`src/rtl/adcp_pkg.sv`:
```
// Shared types for the converter read-out port.
// Assumes: nothing beyond the project's own modules use these names.
package adcp_pkg;

    // Phase of the port sequencer
    typedef enum logic [1:0] {
        PH_CONV  = 2'd0,
        PH_SLEEP = 2'd1,
        PH_SEND  = 2'd2
    } phase_t;

endpackage

```
`src/rtl/adcp_conv.sv`:
```
// Behavioural conversion engine: counts CONV_CYC cycles while run is high,
// then captures vin into a formatted result word (status, sign, range flag, data).
// Assumes: IN_W > DATA_W, and vin is stable around the last conversion cycle.
module adcp_conv #(
    parameter int CONV_CYC = 40,
    parameter int IN_W     = 24,
    parameter int DATA_W   = 21,
    localparam int FRAME_W = DATA_W + 3,
    localparam int CNT_W   = $clog2(CONV_CYC + 1)
) (
    input  logic                      clk,
    input  logic                      rst_n,
    input  logic                      run,
    input  logic signed [IN_W-1:0]    vin,
    output logic                      done,
    output logic [FRAME_W-1:0]        word
);

    localparam logic signed [IN_W-1:0] POS_LIM = IN_W'(1) << (DATA_W - 1);
    localparam logic signed [IN_W-1:0] NEG_LIM = -POS_LIM;

    logic [CNT_W-1:0]   cnt;
    logic               over;
    logic               under;
    logic [FRAME_W-1:0] next_word;

    assign done = run && (cnt == CNT_W'(CONV_CYC - 1));

    // Conversion timer: counts only while converting, clears at the end
    always_ff @(posedge clk) begin
        if (!rst_n) begin
            cnt <= '0;
        end else if (!run || done) begin
            cnt <= '0;
        end else begin
            cnt <= cnt + 1'b1;
        end
    end

    // Range decision and frame formatting of the sample
    always_comb begin
        over  = (vin >= POS_LIM);
        under = (vin < NEG_LIM);
        if (over) begin
            next_word = {1'b0, 1'b1, 1'b1, {DATA_W{1'b0}}};
        end else if (under) begin
            next_word = {1'b0, 1'b0, 1'b1, {DATA_W{1'b0}}};
        end else begin
            next_word = {1'b0, ~vin[IN_W-1], 1'b0, vin[DATA_W-1:0]};
        end
    end

    // Result register, loaded on the last conversion cycle
    always_ff @(posedge clk) begin
        if (!rst_n) begin
            word <= '0;
        end else if (done) begin
            word <= next_word;
        end
    end

endmodule

```
`src/rtl/adcp_sck.sv`:
```
// Serial clock unit: divides clk by DIV for internal mode and detects the
// falling edges of the host clock in external mode; fall pulses advance the frame.
// Assumes: DIV >= 2, sck_in already synchronous to clk.
module adcp_sck #(
    parameter int DIV = 4,
    localparam int DCNT_W   = (DIV > 2) ? $clog2(DIV) : 1,
    localparam int HALF_DIV = DIV / 2
) (
    input  logic clk,
    input  logic rst_n,
    input  logic active,
    input  logic int_mode,
    input  logic sck_in,
    output logic sck_int,
    output logic fall
);

    logic [DCNT_W-1:0] dcnt;
    logic              sck_q;
    logic              wrap;

    assign wrap = (dcnt == DCNT_W'(DIV - 1));

    // Divider counter, held at zero outside data output
    always_ff @(posedge clk) begin
        if (!rst_n) begin
            dcnt <= '0;
        end else if (!active || wrap) begin
            dcnt <= '0;
        end else begin
            dcnt <= dcnt + 1'b1;
        end
    end

    // Previous host clock level for edge detection
    always_ff @(posedge clk) begin
        if (!rst_n) begin
            sck_q <= 1'b0;
        end else begin
            sck_q <= sck_in;
        end
    end

    assign sck_int = active && (dcnt >= DCNT_W'(HALF_DIV));
    assign fall    = active && (int_mode ? wrap : (sck_q && !sck_in));

endmodule

```
`src/rtl/adcp_shift.sv`:
```
// Frame serializer: presents one bit of the result word, MSB first, and steps
// to the next bit on each step pulse; flags the step that ends the frame.
// Assumes: word is stable while active.
module adcp_shift #(
    parameter int FRAME_W = 24,
    localparam int IDX_W  = $clog2(FRAME_W)
) (
    input  logic               clk,
    input  logic               rst_n,
    input  logic               active,
    input  logic               step,
    input  logic [FRAME_W-1:0] word,
    output logic               bit_out,
    output logic               last
);

    localparam logic [IDX_W-1:0] LAST_IDX = IDX_W'(FRAME_W - 1);

    logic [IDX_W-1:0] idx;
    logic [IDX_W-1:0] pos;

    // Bit index, cleared whenever no transfer is running
    always_ff @(posedge clk) begin
        if (!rst_n) begin
            idx <= '0;
        end else if (!active) begin
            idx <= '0;
        end else if (step) begin
            idx <= (idx == LAST_IDX) ? '0 : idx + 1'b1;
        end
    end

    assign pos     = LAST_IDX - idx;
    assign bit_out = word[pos];
    assign last    = active && step && (idx == LAST_IDX);

endmodule

```
`src/rtl/adcp_port.sv`:
```
// Converter read-out port top: sequences conversion, sleep and data output,
// shows conversion status on the data pin, picks the clock direction from the
// clock pin at reset or at a chip-select fall, and aborts on chip-select rise.
// Assumes: cs_n and sck_in are synchronous to clk; pads apply the enables.
module adcp_port
    import adcp_pkg::*;
#(
    parameter int CONV_CYC = 40,
    parameter int DIV      = 4,
    parameter int IN_W     = 24,
    parameter int DATA_W   = 21,
    localparam int FRAME_W = DATA_W + 3
) (
    input  logic                   clk,
    input  logic                   rst_n,
    input  logic                   cs_n,
    input  logic                   sck_in,
    input  logic signed [IN_W-1:0] vin,
    output logic                   sck_out,
    output logic                   sck_oe,
    output logic                   sck_pullup,
    output logic                   sdo,
    output logic                   sdo_oe
);

    phase_t             phase;
    logic               cs_q;
    logic               int_mode;
    logic               conv_done;
    logic [FRAME_W-1:0] frame_word;
    logic               sck_int;
    logic               shift_step;
    logic               data_bit;
    logic               frame_last;
    logic               sending;

    assign sending = (phase == PH_SEND);

    adcp_conv #(
        .CONV_CYC (CONV_CYC),
        .IN_W     (IN_W),
        .DATA_W   (DATA_W)
    ) u_conv (
        .clk   (clk),
        .rst_n (rst_n),
        .run   (phase == PH_CONV),
        .vin   (vin),
        .done  (conv_done),
        .word  (frame_word)
    );

    adcp_sck #(
        .DIV (DIV)
    ) u_sck (
        .clk      (clk),
        .rst_n    (rst_n),
        .active   (sending),
        .int_mode (int_mode),
        .sck_in   (sck_in),
        .sck_int  (sck_int),
        .fall     (shift_step)
    );

    adcp_shift #(
        .FRAME_W (FRAME_W)
    ) u_shift (
        .clk     (clk),
        .rst_n   (rst_n),
        .active  (sending),
        .step    (shift_step),
        .word    (frame_word),
        .bit_out (data_bit),
        .last    (frame_last)
    );

    // Phase sequencer: convert, sleep until selected, send until done or aborted
    always_ff @(posedge clk) begin
        if (!rst_n) begin
            phase <= PH_CONV;
        end else begin
            unique case (phase)
                PH_CONV:  if (conv_done) phase <= PH_SLEEP;
                PH_SLEEP: if (!cs_n) phase <= PH_SEND;
                PH_SEND:  if (cs_n || frame_last) phase <= PH_CONV;
                default:  phase <= PH_CONV;
            endcase
        end
    end

    // Clock mode latch: sample the clock pin in reset and at chip-select fall
    always_ff @(posedge clk) begin
        if (!rst_n) begin
            cs_q     <= cs_n;
            int_mode <= sck_in;
        end else begin
            cs_q <= cs_n;
            if (cs_q && !cs_n) begin
                int_mode <= sck_in;
            end
        end
    end

    // Data pin: busy status, ready status or frame bit
    always_comb begin
        unique case (phase)
            PH_CONV:  sdo = 1'b1;
            PH_SLEEP: sdo = 1'b0;
            default:  sdo = data_bit;
        endcase
    end

    assign sdo_oe     = !cs_n;
    assign sck_out    = int_mode && sck_int;
    assign sck_oe     = int_mode && sending;
    assign sck_pullup = int_mode;

endmodule

```
`config.mk`:
```
export PLATFORM = sky130hd
export DESIGN_NAME = adcp_port
export DESIGN_NICKNAME = d
export VERILOG_FILES = /design/src/rtl/adcp_pkg.sv /design/src/rtl/adcp_conv.sv /design/src/rtl/adcp_sck.sv /design/src/rtl/adcp_shift.sv /design/src/rtl/adcp_port.sv
export SDC_FILE = /design/constraint.sdc
export NUM_CORES = 1
export LEC_CHECK = 0
export ABC_CLOCK_PERIOD_IN_PS = 2740
export BUFFER_PORTS_ARGS = -buffer_cell sky130_fd_sc_hd__buf_2
export CAP_MARGIN = 10
export CORE_MARGIN = 4
export CORE_UTILIZATION = 55
export CTS_CLUSTER_DIAMETER = 30
export CTS_CLUSTER_SIZE = 40
export DETAILED_ROUTE_END_ITERATION = 10
export PLACE_DENSITY = 0.82
export REMOVE_ABC_BUFFERS = 1
export SYNTH_ARGS = -nofsm -noshare
export SYNTH_HDL_FRONTEND = slang
export SYNTH_SLANG_ARGS = --single-unit
```
`constraint.sdc`:
```
create_clock -name clk -period 2.74 [get_ports clk]
set_input_delay 0.411 -clock clk [delete_from_list [all_inputs] [get_ports clk]]
set_output_delay 0.411 -clock clk [all_outputs]
set_load 0.005 [all_outputs]
```
==> reports/results.ini, run 1 <==
[critical_path]
worstPathCellList=mux2_2 -> or3_1 -> o2111ai_1 -> a41oi_1 -> buf_2
cp_data_required_time_ns=2.33
start_kind=flop
cp_max_fo=14
cp-end-kind=output pin
criticalPathCategory=flop to output pin
max_stage_delay_ns=0.70
crit_path_top_delay_cell=dfxtp_1
worstPathArrival_ns=2.17

[pwr]
power_leakage_nw=0.8024
cellPowerDensity_mw_per_mm2=433.3
peakVddDrop_uv=318.4

[logic_synthesis]
synth.avg_cell_area_um2=8.981
ys_ff_latch=41
synth_top_area_frac=0.4071
ys_types=43
syn_inst=219
ys_async_sr_fraction=0
yosysMostFrequentCell=dfxtp_1
ys_warn_count=0
synthFlopType=dfxtp_1
seq_area_frac_synth=0.4224
synth_common_cells=40 x dfxtp_1, 29 x nand3_1, 27 x nand2_1
synth_area_leaders=dfxtp_1 41%, nand3_1 7.4%, nand2_1 5.2%, a21boi_0 4.6%, ha_1 3.8%
syn_area_mm2=0.001967
synth_edf_count=1
synth_top_area_cell=dfxtp_1

[timing]
tightestPinTransition_ns=0.8203
setup_viol=0
slew_headroom=0.4531
hold_viol=0
hold_ws_ns=0.2196
timing.setup.tns_ns=0
clock_skew_ns=0.006079
min_period_ns=2.579
slew_viol_final=0
max_freq_ghz=0.3878
setup_ws_ns=0.1612
rsz0062_at_grt=no
period_share=0.9412

[global_route]
overflow=0
grt_max_degree=30
grt_pass1_wl_um=6210
grt_pass1_vias=1486
antenna_found_initial=0
grt_use_total=0.1785

[floorplanning]
fp-row-count=21
io_pins=33
coreArea_mm2=0.003390
die_w_um=67.80
start_util=0.5803
die_y_um=67.80
die_area_mm2=0.004597

[detailed_routing]
drc=0
wl_per_cell_um=12.19
num_vias=1561
viasPerCell=5.310
first_iter_violations=97
dr.pass1.iters=4
drt_wl_total_um=3584
ant_nets=0

[placement]
placed_area_mm2=0.002130
pre_cts_slack_ns=0.5595
portBuffers=32
dp_cells=286
dp_hpwl_um=2622
routabilityCongestion=0.8748

[final_layout]
drive_gt1_frac=0.2056
layout.cells.non_filler=294
final_area_mm2=0.002181
nets=281
area_growth_syn_to_layout_pct=10.88
diodes=0
fillers=303

[run]
maxCapViolCount=0

[clocking]
cts_tree=done
cts.clk_slew.worst_paths_ns=0.11
cts_inserted_buffers=5
insertion_delay_ns=0.34
post_cts_buffers=0
cts_resized=0
htreeDepth=2
clock-sinks=41
cts_buffer_depth=2
clockRootBuffer=clkbuf_4
cts-hold-fix-buffers=0

[outcome]
status=completed

[hold_path]
hold_class=input pin to flop

==> final timing paths <==
| path | slack [ns] | end | cells after the start | from |
|---|---|---|---|---|
| worst max-delay path | 0.16 | sdo | 5 | u_shift.idx[0] |
| worst min-delay path | 0.22 | cs_q | 1 | cs_n |
| worst max register to register | 0.93 | u_conv.word[8] | 4 | u_conv.cnt[5] |
| worst min register to register | 0.46 | u_conv.cnt[0] | 1 | u_conv.cnt[0] |
==> per-stage QoR <==
stage                     power, mW  utilization
after CTS                    0.9587       0.6434
after global placement       0.6791       0.6283
final                        0.9451       0.6434
after floorplan              0.6464            -
after global routing         0.9912       0.6434
after detailed placement     0.6812       0.6283
==> cells by family after synthesis <==
| kind of cell | count (synthesis) | share of synthesized area |
|---|---|---|
| mux | 10 | 0.06488 |
| simple gates | 91 | 0.2373 |
| xor+xnor | 5 | 0.02227 |
| compound gates | 46 | 0.1660 |
| fa+ha+maj | 6 | 0.03817 |
| buf+inv | 20 | 0.04899 |
| flops | 41 | 0.4224 |
==> sequential cells by signal, indices dropped and copies added, names as in the netlist <==
register	count
u_shift.idx	5
sck_pullup	1
u_conv.word	23
u_sck.dcnt	2
u_sck.sck_q	1
phase	2
cs_q	1
u_conv.cnt	6
==> critical path, delay by kind of cell (launching register included) <==
kind,cells,cell delay (ns)
AOI/OAI and AO/OA,2,0.26
DFF,1,0.70
muxes,1,0.40
buffers and inverters,1,0.16
and+or+nand+nor,1,0.31
==> report_power, final <==
group	internal (mW)	switching, mW	leakage [nW]	total, mW
sequential	0.605	0.00495	0.333	0.610
combinational	0.0285	0.0285	0.437	0.0570
clock	0.0979	0.180	0.0320	0.278
==> cell type report <==
class,count,area [µm²],area share
clock buffers,6,41.29,0.01893
clock inverters,2,10.01,0.004590
inverters,7,26.28,0.01205
multi-input cells,158,1040,0.4768
flip-flops and latches,41,830.8,0.3810
well taps,46,57.56,0.02639
repair buffers,34,175.2,0.08032
==> cell usage in the layout, fill, tap and decap left out, types with 2 or more instances in the layout <==
cell type	synthesis	routed
buf_4	5	2
a21boi_0	12	12
xor2_1	3	3
clkinv_2	0	2
dfxtp_1	40	40
a21oi_1	8	8
nor2_1	12	12
o21ai_0	4	4
nand4_1	2	2
nor2b_1	3	3
and2_1	3	3
xnor2_1	2	2
a21boi_1	9	9
clkbuf_4	0	5
nand3_1	29	29
buf_2	2	32
ha_1	6	6
mux2_2	2	2
mux4_2	2	2
nor3_1	2	2
inv_1	7	7
o211ai_1	4	4
mux2i_1	6	6
or3_1	4	4
nand2_1	27	27
==> per-layer routing <==
layer	part of all wire	track usage
met4	0.018	0.08685
met3	0.032	0.03993
met2	0.47	0.2916
met1	0.48	0.2212
met5	0	0
Power figures use the tool's default switching activity.
==> run 2, diff against run 1 <==
- PLACE_DENSITY: 0.82 -> 0.78
==> run 2 against run 1 <==
Compared with the run above: core utilization grew 0.18 points; largest power group unchanged; critical endpoint unchanged; final area grew 0.29%; highest routed layer unchanged; non-clock buffer count grew 1.
==> reports/results.ini, run 2 (synthesis results as in run 1) <==
[final_layout]
layout.cells.non_filler=295  ; was 294
fillers=301  ; was 303
final_cell_mix=39 x dfxtp_1, 32 x buf_2, 29 x nand3_1  ; was 40 x dfxtp_1, 32 x buf_2, 29 x nand3_1
layout_commonest_cell=dfxtp_1  ; unchanged
top_register=u_conv.word  ; unchanged
nets=282  ; was 281
area_growth_syn_to_layout_pct=11.20  ; was 10.88%
largest_reg_flops=23  ; unchanged
drive_gt1_frac=0.2048  ; was 0.2056
largest_registers=u_conv.word: 23 flops, u_conv.cnt: 6 flops, u_shift.idx: 5 flops  ; unchanged
diodes=0  ; unchanged

[critical_path]
cp-end-kind=output pin  ; unchanged
endpoint=sdo  ; unchanged
start_kind=flop  ; unchanged
rr_startpoint=u_shift.idx[3]  ; was u_conv.cnt[5]
crit_start=u_shift.idx[2]  ; was u_shift.idx[0]
r2r_setup_slack_ns=1.10  ; was 0.93 ns
worstPathArrival_ns=2.09  ; was 2.17 ns
rr_endpoint=u_shift.idx[3]  ; was u_conv.word[8]
r2r_cells=5  ; was 4
criticalPathCategory=flop to output pin  ; unchanged
cp_data_required_time_ns=2.33  ; about the same
cp_max_fo=14  ; unchanged

[floorplanning]
start_util=0.5803  ; unchanged
die_y_um=67.80  ; unchanged
die_w_um=67.80  ; unchanged
die_area_mm2=0.004597  ; unchanged
fp-row-count=21  ; unchanged
coreArea_mm2=0.003390  ; unchanged
io_pins=33  ; unchanged

[placement]
portBuffers=32  ; unchanged
routabilityCongestion=0.7209  ; was 0.8748
dp_hpwl_um=2689  ; was 2622 µm
dp_cells=287  ; was 286
pre_cts_slack_ns=0.5419  ; was 0.5595 ns

[clocking]
cts_tree=done  ; unchanged
cts.clk_slew.worst_paths_ns=0.11  ; about the same
insertion_delay_ns=0.34  ; about the same
cts-hold-fix-buffers=0  ; unchanged
clock-sinks=41  ; unchanged
htreeDepth=2  ; unchanged
cts_buffer_depth=2  ; unchanged
cts_inserted_buffers=5  ; unchanged
cts_resized=0  ; unchanged
post_cts_buffers=0  ; unchanged
clockRootBuffer=clkbuf_4  ; unchanged

[timing]
period_share=0.9110  ; was 0.9412
slew_headroom=0.6546  ; was 0.4531
tightestPinTransition_ns=0.5181  ; was 0.8203 ns
hold_viol=0  ; unchanged
rsz0062_at_grt=no  ; unchanged
slew_viol_final=0  ; unchanged
clock_skew_ns=0.005911  ; was 0.006079 ns
setup_viol=0  ; unchanged
min_period_ns=2.496  ; was 2.579 ns
timing.setup.tns_ns=0  ; unchanged
setup_ws_ns=0.2440  ; was 0.1612 ns
max_freq_ghz=0.4006  ; was 0.3878 GHz

[global_route]
grt.met3_usage=0.04825  ; was 0.03993
grt_pass1_wl_um=6548  ; was 6210 µm
grt_use_met2=0.3026  ; was 0.2916
overflow=0  ; unchanged
antenna_found_initial=0  ; unchanged
grt_busiest_layer=met2  ; unchanged
grt_use_total=0.1895  ; was 0.1785
grt_pass1_vias=1484  ; was 1486
use_met1=0.2495  ; was 0.2212
grt_max_degree=30  ; unchanged

[pwr]
cellPowerDensity_mw_per_mm2=432.0  ; was 433.3 mW/mm²
peakVddDrop_uv=368.5  ; was 318.4 µV
power_leakage_nw=0.8029  ; was 0.8024 nW

[detailed_routing]
wl_per_cell_um=12.77  ; was 12.19 µm
drt_wl_total_um=3766  ; was 3584 µm
dr.pass1.iters=4  ; unchanged
first_iter_violations=62  ; was 97
ant_nets=0  ; unchanged
viasPerCell=5.461  ; was 5.310
num_vias=1611  ; was 1561
drc=0  ; unchanged

[run]
maxCapViolCount=0  ; unchanged

[outcome]
status=completed  ; unchanged

[hold_path]
hold_class=input pin to flop  ; unchanged

==> run 2: changes by cell type in the layout (fill, tap and decap cells not counted) <==
cell | previous run | this run
clkinv_2 | 2 | 0
clkbuf_1 | 1 | 3
dfxtp_1 | 40 | 39
buf_4 | 2 | 3
dfxtp_2 | 0 | 1
==> run 2: routing by layer <==
layer  vias to the layer above  share of wire
li1                        834              -
met1                       744           0.45
met2                        29           0.49
met3                         4          0.051
met4                         0         0.0090
met5                         -              0
==> run 2: power breakdown <==
part	switching (mW)	leakage [nW]	internal [mW]	total (mW)
Combinational	0.0285	0.443	0.0283	0.0568
Sequential	0.00508	0.334	0.605	0.610
Clock	0.176	0.0265	0.102	0.278
Total	0.209	0.803	0.735	0.945
==> run 2: metrics by stage <==
step                power [mW]  utilization  instance area (µm²)  hold WS (ns)
finish                  0.9449       0.6453                 2187        0.2197
CTS                     0.9531       0.6449                 2186        0.2151
detailed placement      0.6806       0.6305                 2137        0.4375
floorplan               0.6464            -                 1897        0.4176
global placement        0.6788       0.6305                 2137        0.4310
global route            0.9886       0.6453                 2187        0.2046
==> run 2: layout make-up <==
type | instances | area, µm² | area share
Multi-Input combinational cell | 158 | 1040 | 0.4754
Sequential cell | 41 | 832.0 | 0.3804
Timing Repair Buffer | 35 | 182.7 | 0.08352
Tap cell | 46 | 57.56 | 0.02632
Clock buffer | 8 | 48.80 | 0.02231
Inverter | 7 | 26.28 | 0.01201
==> run 2: worst min path at each step <==
stage / startpoint / to / cells after the start
3_5_place_dp: u_conv.cnt[0] / u_conv.cnt[0] / 1
2_1_floorplan: u_conv.cnt[0] / u_conv.cnt[0] / 1
5_1_grt: cs_n / cs_q / 1
6_report: cs_n / cs_q / 1
4_1_cts: cs_n / cs_q / 1
3_3_place_gp: u_conv.cnt[0] / u_conv.cnt[0] / 1
==> run 2: worst max-delay path, stage by stage (launching register included) <==
cell and delay (ns):
dfxtp_1 0.66, mux2_2 0.40, o311a_1 0.28, o211ai_1 0.08, a41oi_1 0.16, buf_2 0.16
